[src/rtl/l2ap_pkg.sv]
package l2ap_pkg;

  // Access class after the window and attribute checks
  typedef enum logic [1:0] {
    CLS_STRICT   = 2'd0,  // non-cacheable, non-bufferable
    CLS_BUFFERED = 2'd1,  // non-cacheable, bufferable
    CLS_CACHED   = 2'd2   // cacheable
  } cls_t;

  typedef struct packed {
    logic arr;    // cache data array access
    logic mem;    // external memory access
    logic alloc;  // line allocation
  } act_t;

  // Class from the window result and the attribute bits
  function automatic cls_t classify(logic in_win, logic en, logic cbit, logic bbit);
    logic cacheable;
    logic buffered;
    cacheable = in_win && (!en || cbit);
    buffered  = en && bbit;
    if (cacheable)     return CLS_CACHED;
    else if (buffered) return CLS_BUFFERED;
    else               return CLS_STRICT;
  endfunction

  // Action set for one access class, direction and lookup result
  function automatic act_t decide(cls_t c, logic wr, logic hit, logic byp);
    act_t a;
    a = '0;
    unique case ({wr, hit})
      2'b01: begin  // read hit
        if (c == CLS_STRICT && byp) a.mem = 1'b1;
        else                        a.arr = 1'b1;
      end
      2'b00: begin  // read miss
        a.mem = 1'b1;
        a.alloc = (c == CLS_CACHED);
      end
      2'b11: begin  // write hit
        a.arr = 1'b1;
        a.mem = (c == CLS_STRICT);
      end
      default: begin  // write miss
        a.alloc = (c == CLS_CACHED);
        a.mem   = (c != CLS_CACHED);
      end
    endcase
    return a;
  endfunction

endpackage

[src/rtl/l2ap_classify.sv]
module l2ap_classify
  import l2ap_pkg::*;
#(
  parameter int AW = 32,
  parameter logic [AW-1:0] WIN_TOP = {1'b0, {(AW-1){1'b1}}},
  parameter int PW = 4,
  parameter int CBIT = 3,
  parameter int BBIT = 2
) (
  input  logic [AW-1:0] addr,
  input  logic [PW-1:0] prot,
  input  logic          en,
  output logic          in_win,
  output cls_t          cls
);

  always_comb begin
    in_win = (addr <= WIN_TOP);
    cls    = classify(in_win, en, prot[CBIT], prot[BBIT]);
  end

endmodule

[src/rtl/l2ap_action.sv]
module l2ap_action
  import l2ap_pkg::*;
(
  input  cls_t cls,
  input  logic wr,
  input  logic hit,
  input  logic byp,
  output act_t act
);

  always_comb act = decide(cls, wr, hit, byp);

endmodule

[src/rtl/l2_access_policy.sv]
module l2_access_policy
  import l2ap_pkg::*;
#(
  parameter int AW = 32,
  parameter int PW = 4,
  parameter int CBIT = 3,
  parameter int BBIT = 2
) (
  input  logic          clk,
  input  logic          rst_n,
  input  logic          req_i,
  input  logic [AW-1:0] addr_i,
  input  logic          wr_i,
  input  logic          hit_i,
  input  logic [PW-1:0] prot_i,
  input  logic          prot_en_i,
  input  logic          rd_bypass_i,
  output logic          vld_o,
  output logic          use_cache_o,
  output logic          use_mem_o,
  output logic          alloc_o
);

  localparam logic [AW-1:0] WIN_TOP = {1'b0, {(AW-1){1'b1}}};

  // Named internal events for the assertions
  logic in_win;
  cls_t cls;
  act_t act_next;
  act_t act_q;
  logic vld_q;
  logic strict_rd_hit_byp;

  l2ap_classify #(
    .AW(AW), .WIN_TOP(WIN_TOP), .PW(PW), .CBIT(CBIT), .BBIT(BBIT)
  ) u_cls (
    .addr  (addr_i),
    .prot  (prot_i),
    .en    (prot_en_i),
    .in_win(in_win),
    .cls   (cls)
  );

  l2ap_action u_act (
    .cls(cls),
    .wr (wr_i),
    .hit(hit_i),
    .byp(rd_bypass_i),
    .act(act_next)
  );

  assign strict_rd_hit_byp = req_i && (cls == CLS_STRICT) && !wr_i && hit_i && rd_bypass_i;

  always_ff @(posedge clk) begin
    if (!rst_n) begin
      vld_q <= 1'b0;
      act_q <= '0;
    end else begin
      vld_q <= req_i;
      act_q <= req_i ? act_next : '0;
    end
  end

  assign vld_o       = vld_q;
  assign use_cache_o = act_q.arr;
  assign use_mem_o   = act_q.mem;
  assign alloc_o     = act_q.alloc;

  AST_VALID_AFTER_REQ: assert property (@(posedge clk) disable iff (!rst_n)
    req_i |=> vld_o);
  AST_NO_VALID_WITHOUT_REQ: assert property (@(posedge clk) disable iff (!rst_n)
    !req_i |=> !vld_o);
  AST_QUIET_WHEN_IDLE: assert property (@(posedge clk) disable iff (!rst_n)
    !vld_o |-> !(use_cache_o || use_mem_o || alloc_o));
  AST_OUTSIDE_NO_ALLOC: assert property (@(posedge clk) disable iff (!rst_n)
    (req_i && !in_win) |=> !alloc_o);
  AST_BYPASS_TO_MEM: assert property (@(posedge clk) disable iff (!rst_n)
    strict_rd_hit_byp |=> (use_mem_o && !use_cache_o && !alloc_o));
  AST_ALLOC_NOT_ARRAY: assert property (@(posedge clk) disable iff (!rst_n)
    alloc_o |-> !use_cache_o);
  AST_HIT_NO_ALLOC: assert property (@(posedge clk) disable iff (!rst_n)
    (req_i && hit_i) |=> !alloc_o);
  AST_WRITE_MISS_ONE: assert property (@(posedge clk) disable iff (!rst_n)
    (req_i && wr_i && !hit_i) |=> $onehot0({use_cache_o, use_mem_o, alloc_o}) && !use_cache_o);

endmodule

[config.mk]
export PLATFORM = sky130hd
export DESIGN_NAME = l2_access_policy
export DESIGN_NICKNAME = d
export VERILOG_FILES = /design/src/rtl/l2ap_pkg.sv /design/src/rtl/l2ap_classify.sv /design/src/rtl/l2ap_action.sv /design/src/rtl/l2_access_policy.sv
export SDC_FILE = /design/constraint.sdc
export NUM_CORES = 1
export LEC_CHECK = 0
export ABC_CLOCK_PERIOD_IN_PS = 2300
export BUFFER_PORTS_ARGS = -buffer_cell sky130_fd_sc_hd__buf_2
export CAP_MARGIN = 30
export CORE_AREA = 2 2 39 41
export DETAILED_ROUTE_END_ITERATION = 8
export DIE_AREA = 0 0 41 43
export SLEW_MARGIN = 5
export SYNTH_ARGS = -nofsm -noshare
export SYNTH_HDL_FRONTEND = slang
export SYNTH_SLANG_ARGS = --single-unit
export TNS_END_PERCENT = 30
[constraint.sdc]
create_clock -name clk -period 2.3 [get_ports clk]
set_clock_uncertainty 0.2 [all_clocks]
set_input_delay 0.115 -clock clk [delete_from_list [all_inputs] [get_ports clk]]
set_output_delay 0.115 -clock clk [all_outputs]
set_load 0.01 [all_outputs]
==> Word-level counts from Yosys, hierarchy flattened <==
Index checks and enable logic that the tools add are counted.
{ "classes": {"n_lt_le_gt_ge": 1, "eq_ne": 4, "muxes": 6, "n_bitwise": 2, "reduce_logical": 9} }
{ "ops": {"columns": ["op", "count"], "rows": [
  ["32-bit by 31-bit <= comparator with 1-bit output (second input constant)", 1],
  ["2-bit == test (second input constant)", 2],
  ["2-bit logical NOT", 2],
  ["4-bit OR reduction", 1],
  ["1-bit logical AND", 3],
  ["1-bit two-way mux", 3],
  ["1-bit one-hot mux with 3 select lines", 1],
  ["2-bit by 1-bit == test with 1-bit output (second input constant)", 1],
  ["2-bit two-way mux", 1],
  ["2-bit != test (second input constant)", 1],
  ["1-bit NOT", 2],
  ["1-bit one-hot mux with 2 select lines", 1],
  ["2-bit AND reduction", 1],
  ["1-bit logical NOT", 1],
  ["1-bit logical OR", 1]
]} }
{ "word_totals": {"ff_bits": 4, "out_inout_bits": 4} }

==> Longest topological paths before layout <==
Gate-level depths: netlist of the first run.
{ "logic_depth": {"word_depth": 8, "ltp_mapped": 3, "depth_no_buf": 3} }

==> Modules after synthesis <==
From an unflattened synthesis of the first run, not the netlist that was laid out.
{ "unflattened": {"hier_cells": 19, "hier_area_um2": 171.4} }
{ "by_module_without_submodules": {"columns": ["mod", "n_inst", "cells_per_inst", "area_per_inst_um2"], "rows": [
  ["l2_access_policy", 1, 8, 106.4],
  ["l2ap_action", 1, 6, 43.8],
  ["l2ap_classify", 1, 5, 21.3]
]} }

==> Least setup slack after synthesis of the first run <==
No wires, ideal clock.
{ "synth_path": {"path_kind": "input port to flip-flop", "from": "input prot_en_i", "to": "register act_q, in the netlist use_cache_o", "setup_time_ns": 0.122, "arrival_time_ns": 0.593, "setup_slack_ns": 1.385, "path_stages": 3, "path_cell_list": "nor2b_4 o21ai_1 o311a_1"} }
{ "synth_between": {"elab_chain_cells": 8, "elab_cells_between_ends": 10} }
{ "synth_rtl": {"columns": ["item", "line_no", "rtl"], "rows": [
  ["start, declared", "l2_access_policy.sv:16", "input logic prot_en_i,"],
  ["1-bit logical NOT", "l2ap_pkg.sv:20", "cacheable = in_win && (!en || cbit);"],
  ["1-bit logical OR", "l2ap_pkg.sv:20", null],
  ["1-bit logical AND", "l2ap_pkg.sv:20", null],
  ["2-bit two-way mux *", "l2ap_pkg.sv:22", "if (cacheable) return CLS_CACHED;"],
  ["2-bit logical NOT *", "l2ap_pkg.sv:33", "if (c == CLS_STRICT && byp) a.mem = 1'b1;"],
  ["1-bit logical AND *", "l2ap_pkg.sv:33", null],
  ["1-bit two-way mux *", "l2ap_pkg.sv:33", null],
  ["1-bit one-hot mux with 2 select lines *", "l2ap_pkg.sv:31", "unique case ({wr, hit})"],
  ["end signal, assigned", "l2_access_policy.sv:60", "act_q <= req_i ? act_next : '0;"],
  ["end, declared", "l2_access_policy.sv:30", "act_t act_q;"]
]} }
Mark *: on every way between the ends. The rest lies on a longest branch, timed or not.
A chain may end at the register's enable or synchronous reset.

==> Worst setup path in the final report of the first run <==
{ "layout_path": {"from": "input req_i", "to": "register act_q, in the netlist use_cache_o"} }
{ "layout_between": {"elab_chain_cells": 1} }
{ "layout_rtl": {"columns": ["item", "line_no", "rtl"], "rows": [
  ["start, declared", "l2_access_policy.sv:11", "input logic req_i,"],
  ["2-bit AND reduction (no line)", null, null]
]} }
No other way between the ends.

==> flow_summary.json, run 1 <==
{
  "synth_cell_types": 10,
  "synth_enable_flop_cells": 0,
  "drt-initial-drc-count": 2,
  "status": "completed",
  "drcViolationCount": 0,
  "htree_levels": 1,
  "p_per_area_mw_per_mm2": 588,
  "finalCritPeriodShare": 0.719,
  "fp.dieH_um": 43,
  "p_leak_nw": 0.160,
  "die_w_um": 41,
  "postCtsSetupRepairBufs": 0,
  "place_hpwl_um": 311,
  "ctsResizeCount": 0,
  "cp_slowest_cell": "dlygate4sd3_1",
  "worstPathMaxFanout": 2,
  "grt_pass1_vias": 187,
  "finalHoldViolations": 0,
  "slew_viol_final": 0,
  "floorplan.initialDensity": 0.117,
  "p_clk_frac": 0.447,
  "synth_seq_cells": 4,
  "startpoint_type": "input pin",
  "internal-power_uw": 149,
  "final_antenna_net_count": 0,
  "io_pins": 47,
  "clkTransAtPathRegs_ns": 0.04,
  "period_minus_slack_ns": 1.65,
  "dpl_cell_area_um2": 246,
  "cts-root-buf": "clkbuf_4",
  "fill_cells": 161,
  "cts_tree": "yes",
  "path_common_cell": "dlygate4sd3_1",
  "grt_usage": 0.0582,
  "async_flop_share": 0,
  "cts_buffer_depth": 2,
  "gp_congestion": 0.644,
  "max-cap-violations": 0,
  "p_switching_uw": 39.0,
  "finalNetCount": 81,
  "cp.required_ns": 2.21,
  "power_frac_comb": 0.162,
  "final_cell_area_um2": 319,
  "ys.flop_type": "dfxtp_1",
  "syn_to_final_growth_pct": 97.7,
  "avgViaCountPerCell": 3.62,
  "synth_top_area_frac": 0.496,
  "wl_per_cell_um": 7.40,
  "relSlewSlack": 0.825,
  "dieArea_mm2": 0.00176,
  "yosysTopAreaCell": "dfxtp_1",
  "grt_max_degree": 5,
  "ys_seq_area_frac": 0.496,
  "core_area_mm2": 0.00138,
  "max_freq_ghz": 0.605,
  "fin_cells": 52,
  "vias": 188,
  "synthCells": 15,
  "setup_violations": 0,
  "ir_worst_vdd_uv": 128,
  "max_stage_delay_ns": 0.57,
  "rsz0062_at_grt": "no",
  "dp.cells": 44,
  "p_seq_frac": 0.391,
  "port_buffers": 13,
  "routed_wl_um": 385,
  "hold_path.class": "input pin to flip-flop",
  "path_class": "input pin to flip-flop",
  "grt_pass1_wl_um": 607,
  "end_kind": "flip-flop",
  "n_antenna_cell": 0,
  "synth.most_common_cell": "dfxtp_1",
  "syn-cell-area_um2": 161,
  "finalSetupTns_ns": 0,
  "avgSynthCellArea_um2": 10.8,
  "overflow": 0,
  "worstPathCellList": "dlygate4sd3_1, buf_2, nand2_1, dlygate4sd3_1, inv_1, o311a_1",
  "drive_above_1_share": 0.500,
  "arrival_ns": 1.57,
  "fp-row-count": 14,
  "firstDrtPassIters": 2,
  "worstMarginPinSlew_ns": 0.259,
  "power.share.switching": 0.208,
  "hold_buffers": 5,
  "clock-sinks": 4,
  "ys_warn_count": 0,
  "synth_nets": 58,
  "numCtsBuffers": 3,
  "yosys-top-cells-area": "dfxtp_1, o221ai_2, nor2b_4",
  "synthTopCellsByCount": "dfxtp_1, inv_1, nand2_1",
  "antenna_found_initial": 0
}
## through the flow
stage	hold WS, ns	setup slack (ns)	util	total power [mW]
finish	0.0159	0.646	0.231	0.188
global route	0.0422	0.586	0.231	0.199
CTS	0.0112	0.636	0.231	0.193
detailed placement	0.139	1.24	0.178	0.0995
global placement	0.141	1.24	0.178	0.0992
floorplan	-0.00693	1.39	-	0.0850
## layout make-up
class                           instances  area, um2  area share
Timing Repair Buffer                   18        115       0.361
Sequential cell                         4       80.1       0.251
Multi-Input combinational cell          9       73.8       0.231
Clock buffer                            3       22.5      0.0706
Tap cell                               16       20.0      0.0627
Inverter                                2       7.51      0.0235
## power by group through the flow
stage          sequential (mW)  combinational (mW)  clock [mW]
2_1_floorplan           0.0763             0.00878           0
3_3_place_gp            0.0744              0.0248           0
3_5_place_dp            0.0744              0.0251           0
4_1_cts                 0.0734              0.0308      0.0886
5_1_grt                 0.0735              0.0335      0.0922
6_report                0.0733              0.0304      0.0838
## sequential cells by signal, summed over array words and instances, names as in the netlist
name	cells
alloc_o	1
vld_o	1
use_mem_o	1
use_cache_o	1
## layer usage
| layer | routed length, um | vias to the layer above | GRT usage |
|---|---|---|---|
| met5 | 0 | - | 0 |
| met3 | 46 | 0 | 0 |
| met1 | 159 | 78 | 0.0513 |
| li1 | - | 99 | - |
| met4 | 0 | 0 | 0.120 |
| met2 | 179 | 11 | 0.0750 |
## worst max-delay path, delay by kind of cell
kind                   cells  cell delay (ns)
AOI/OAI and AO/OA          1             0.12
and+or+nand+nor            1             0.06
buffers and inverters      4             1.28
## cell usage in the layout (no fill, tap or decap), drive strengths merged
master	instances
buf	13
dlygate4sd3	5
dfxtp	4
clkbuf	3
nand2	2
inv	2
nor2b	1
nor4	1
o221ai	1
nor4b	1
a211oi	1
o21ai	1
o311a	1
## final timing paths
| check | start | end | cells past startpoint |
|---|---|---|---|
| worst max-delay path | req_i | use_cache_o | 6 |
| worst min-delay path | prot_i[2] | use_mem_o | 4 |
## logic make-up (layout without fill, tap and decap cells)
logic type,Yosys count,in the layout,synth area share
simple gates,5,5,0.225
compound gates,4,4,0.233
buf+inv,2,23,0.0465
flops,4,4,0.496
Note: power is estimated with default switching activity, not from simulation.
==> inputs of run 2 (changes only) <==
--- a/config.mk
+++ b/config.mk
@@ -5,7 +5,8 @@
 export SDC_FILE = /design/constraint.sdc
 export NUM_CORES = 1
 export LEC_CHECK = 0
-export ABC_CLOCK_PERIOD_IN_PS = 2300
+export ABC_AREA = 1
+export ABC_CLOCK_PERIOD_IN_PS = 1400
 export BUFFER_PORTS_ARGS = -buffer_cell sky130_fd_sc_hd__buf_2
 export CAP_MARGIN = 30
 export CORE_AREA = 2 2 39 41
==> constraint.sdc (replaced) <==
create_clock -name clk -period 1.4 [get_ports clk]
set_clock_uncertainty 0.2 [all_clocks]
set_input_delay 0.07 -clock clk [delete_from_list [all_inputs] [get_ports clk]]
set_output_delay 0.07 -clock clk [all_outputs]
set_load 0.01 [all_outputs]
==> flow_summary.json, run 2 <==
{
  "status": "completed",
  "core_area_mm2": 0.00138,
  "yosys-top-cells-area": "dfxtp_1, inv_1, nand2_1",
  "max_stage_delay_ns": 0.53,
  "synth.most_common_cell": "inv_1",
  "n_antenna_cell": 0,
  "synth_top_area_frac": 0.485,
  "max_freq_ghz": 0.858,
  "drcViolationCount": 0,
  "die_w_um": 41,
  "clock-sinks": 4,
  "grt_pass1_vias": 199,
  "fp.dieH_um": 43,
  "postCtsSetupRepairBufs": 0,
  "firstDrtPassIters": 1,
  "synth_cell_types": 10,
  "worstMarginPinSlew_ns": 0.163,
  "max-cap-violations": 0,
  "yosysTopAreaCell": "dfxtp_1",
  "avgSynthCellArea_um2": 7.18,
  "synth_nets": 66,
  "pre_cts_ws_ns": 0.550,
  "dieArea_mm2": 0.00176,
  "worstPathMaxFanout": 2,
  "drt-initial-drc-count": 0,
  "p_leak_nw": 0.197,
  "p_per_area_mw_per_mm2": 885,
  "syn_to_final_growth_pct": 114,
  "synthCells": 23,
  "grt_max_degree": 4,
  "utilization": 0.255,
  "finalSetupTns_ns": 0,
  "place_hpwl_um": 308,
  "critPathBufInv": 2,
  "rsz0062_at_grt": "no",
  "cts_tree": "yes",
  "ys_warn_count": 0,
  "fp-row-count": 14,
  "finalCritPeriodShare": 0.832,
  "synthTopCellsByCount": "inv_1, nand2_1, dfxtp_1",
  "period_minus_slack_ns": 1.17,
  "grt_usage": 0.0562,
  "numCtsBuffers": 3,
  "cp_slowest_cell": "dlygate4sd3_1",
  "synth_enable_flop_cells": 0,
  "cts_buffer_depth": 2,
  "mostFrequentLayoutCells": "buf_2, dlygate4sd3_1, inv_1, nand2_1, dfxtp_1",
  "power_uw": 312,
  "floorplan.initialDensity": 0.119,
  "antenna_found_initial": 0,
  "holdWs_ns": 0.0145,
  "worstPathCellList": "dlygate4sd3_1, buf_2, or2_0, nand3_1, a21oi_1",
  "synth_seq_cells": 4,
  "finalHoldViolations": 0,
  "finalNetCount": 92,
  "drive_above_1_share": 0.362,
  "ys_seq_area_frac": 0.485,
  "relSlewSlack": 0.891,
  "ir_worst_vdd_uv": 194,
  "setup_violations": 0,
  "ys.flop_type": "dfxtp_1",
  "cp.required_ns": 1.32,
  "port_buffers": 13,
  "grt_pass1_wl_um": 655,
  "avgViaCountPerCell": 3.46,
  "htree_levels": 1,
  "wl_per_cell_um": 6.52,
  "path_class": "input pin to flip-flop",
  "final_common_cell": "buf_2",
  "final_antenna_net_count": 0,
  "arrival_ns": 1.08,
  "routed_wl_um": 411,
  "multi_input_area_um2": 62.6,
  "hold_path.class": "input pin to flip-flop",
  "seq_area_um2": 80.1,
  "gp_congestion": 0.791,
  "cts-root-buf": "clkbuf_4",
  "startpoint_type": "input pin",
  "layout_setup_ws_ns": 0.235,
  "clkTransAtPathRegs_ns": 0.04,
  "fill_cells": 156,
  "vias": 218,
  "syn-cell-area_um2": 165,
  "end_kind": "flip-flop",
  "async_flop_share": 0,
  "path_delay_family": "buffers and inverters",
  "io_pins": 47,
  "slew_viol_final": 0,
  "overflow": 0
}
[run 2: cell type report]
| cell class | count | share of cell area |
|---|---|---|
| tap | 16 | 0.0567 |
| multi-input combinational | 13 | 0.177 |
| timing repair buffer | 21 | 0.411 |
| inverter | 6 | 0.0638 |
| clock buffer | 3 | 0.0638 |
| sequential | 4 | 0.227 |
[run 2: through the flow]
step / std cells / cell area [um2]
global route: 63 / 353
finish: 63 / 353
detailed placement: 52 / 250
global placement: 52 / 250
floorplan: 23 / 165
CTS: 63 / 353
[run 2: repair_timing]
action / CTS / global route
gates resized for setup: 0 / 0
hold buffers: 8 / 0
endpoints found under the hold margin: 4 / 0
endpoints found under the setup margin: 0 / 0
[run 2: worst paths after layout]
kind                   startpoint   endpoint  depth (start not counted)
worst min-delay path    prot_i[3]    alloc_o                          5
worst max-delay path  rd_bypass_i  use_mem_o                          5
[run 2: layer usage]
layer,GRT usage,share of wire,wire length (um)
met4,0.0800,0,0
met5,0,0,0
met3,0,0.080,33
met2,0.0781,0.51,208
met1,0.0609,0.41,169
[run 2: tightest hold or removal path, stage by stage]
cell     delay [ns]
buf_2          0.09
inv_1          0.04
nand2_1        0.06
nand2_2        0.08
nor3_1         0.05
[run 2: kinds of logic after synthesis]
family / synth area share
buf+inv: 0.136
compound gates: 0.0303
simple gates: 0.348
flops: 0.485
[run 2: power by group]
part / internal (mW) / switching (mW) / total, mW
Clock: 0.0955 / 0.0412 / 0.137
Sequential: 0.120 / 0.000952 / 0.121
Combinational: 0.0330 / 0.0220 / 0.0549
Total: 0.248 / 0.0641 / 0.312
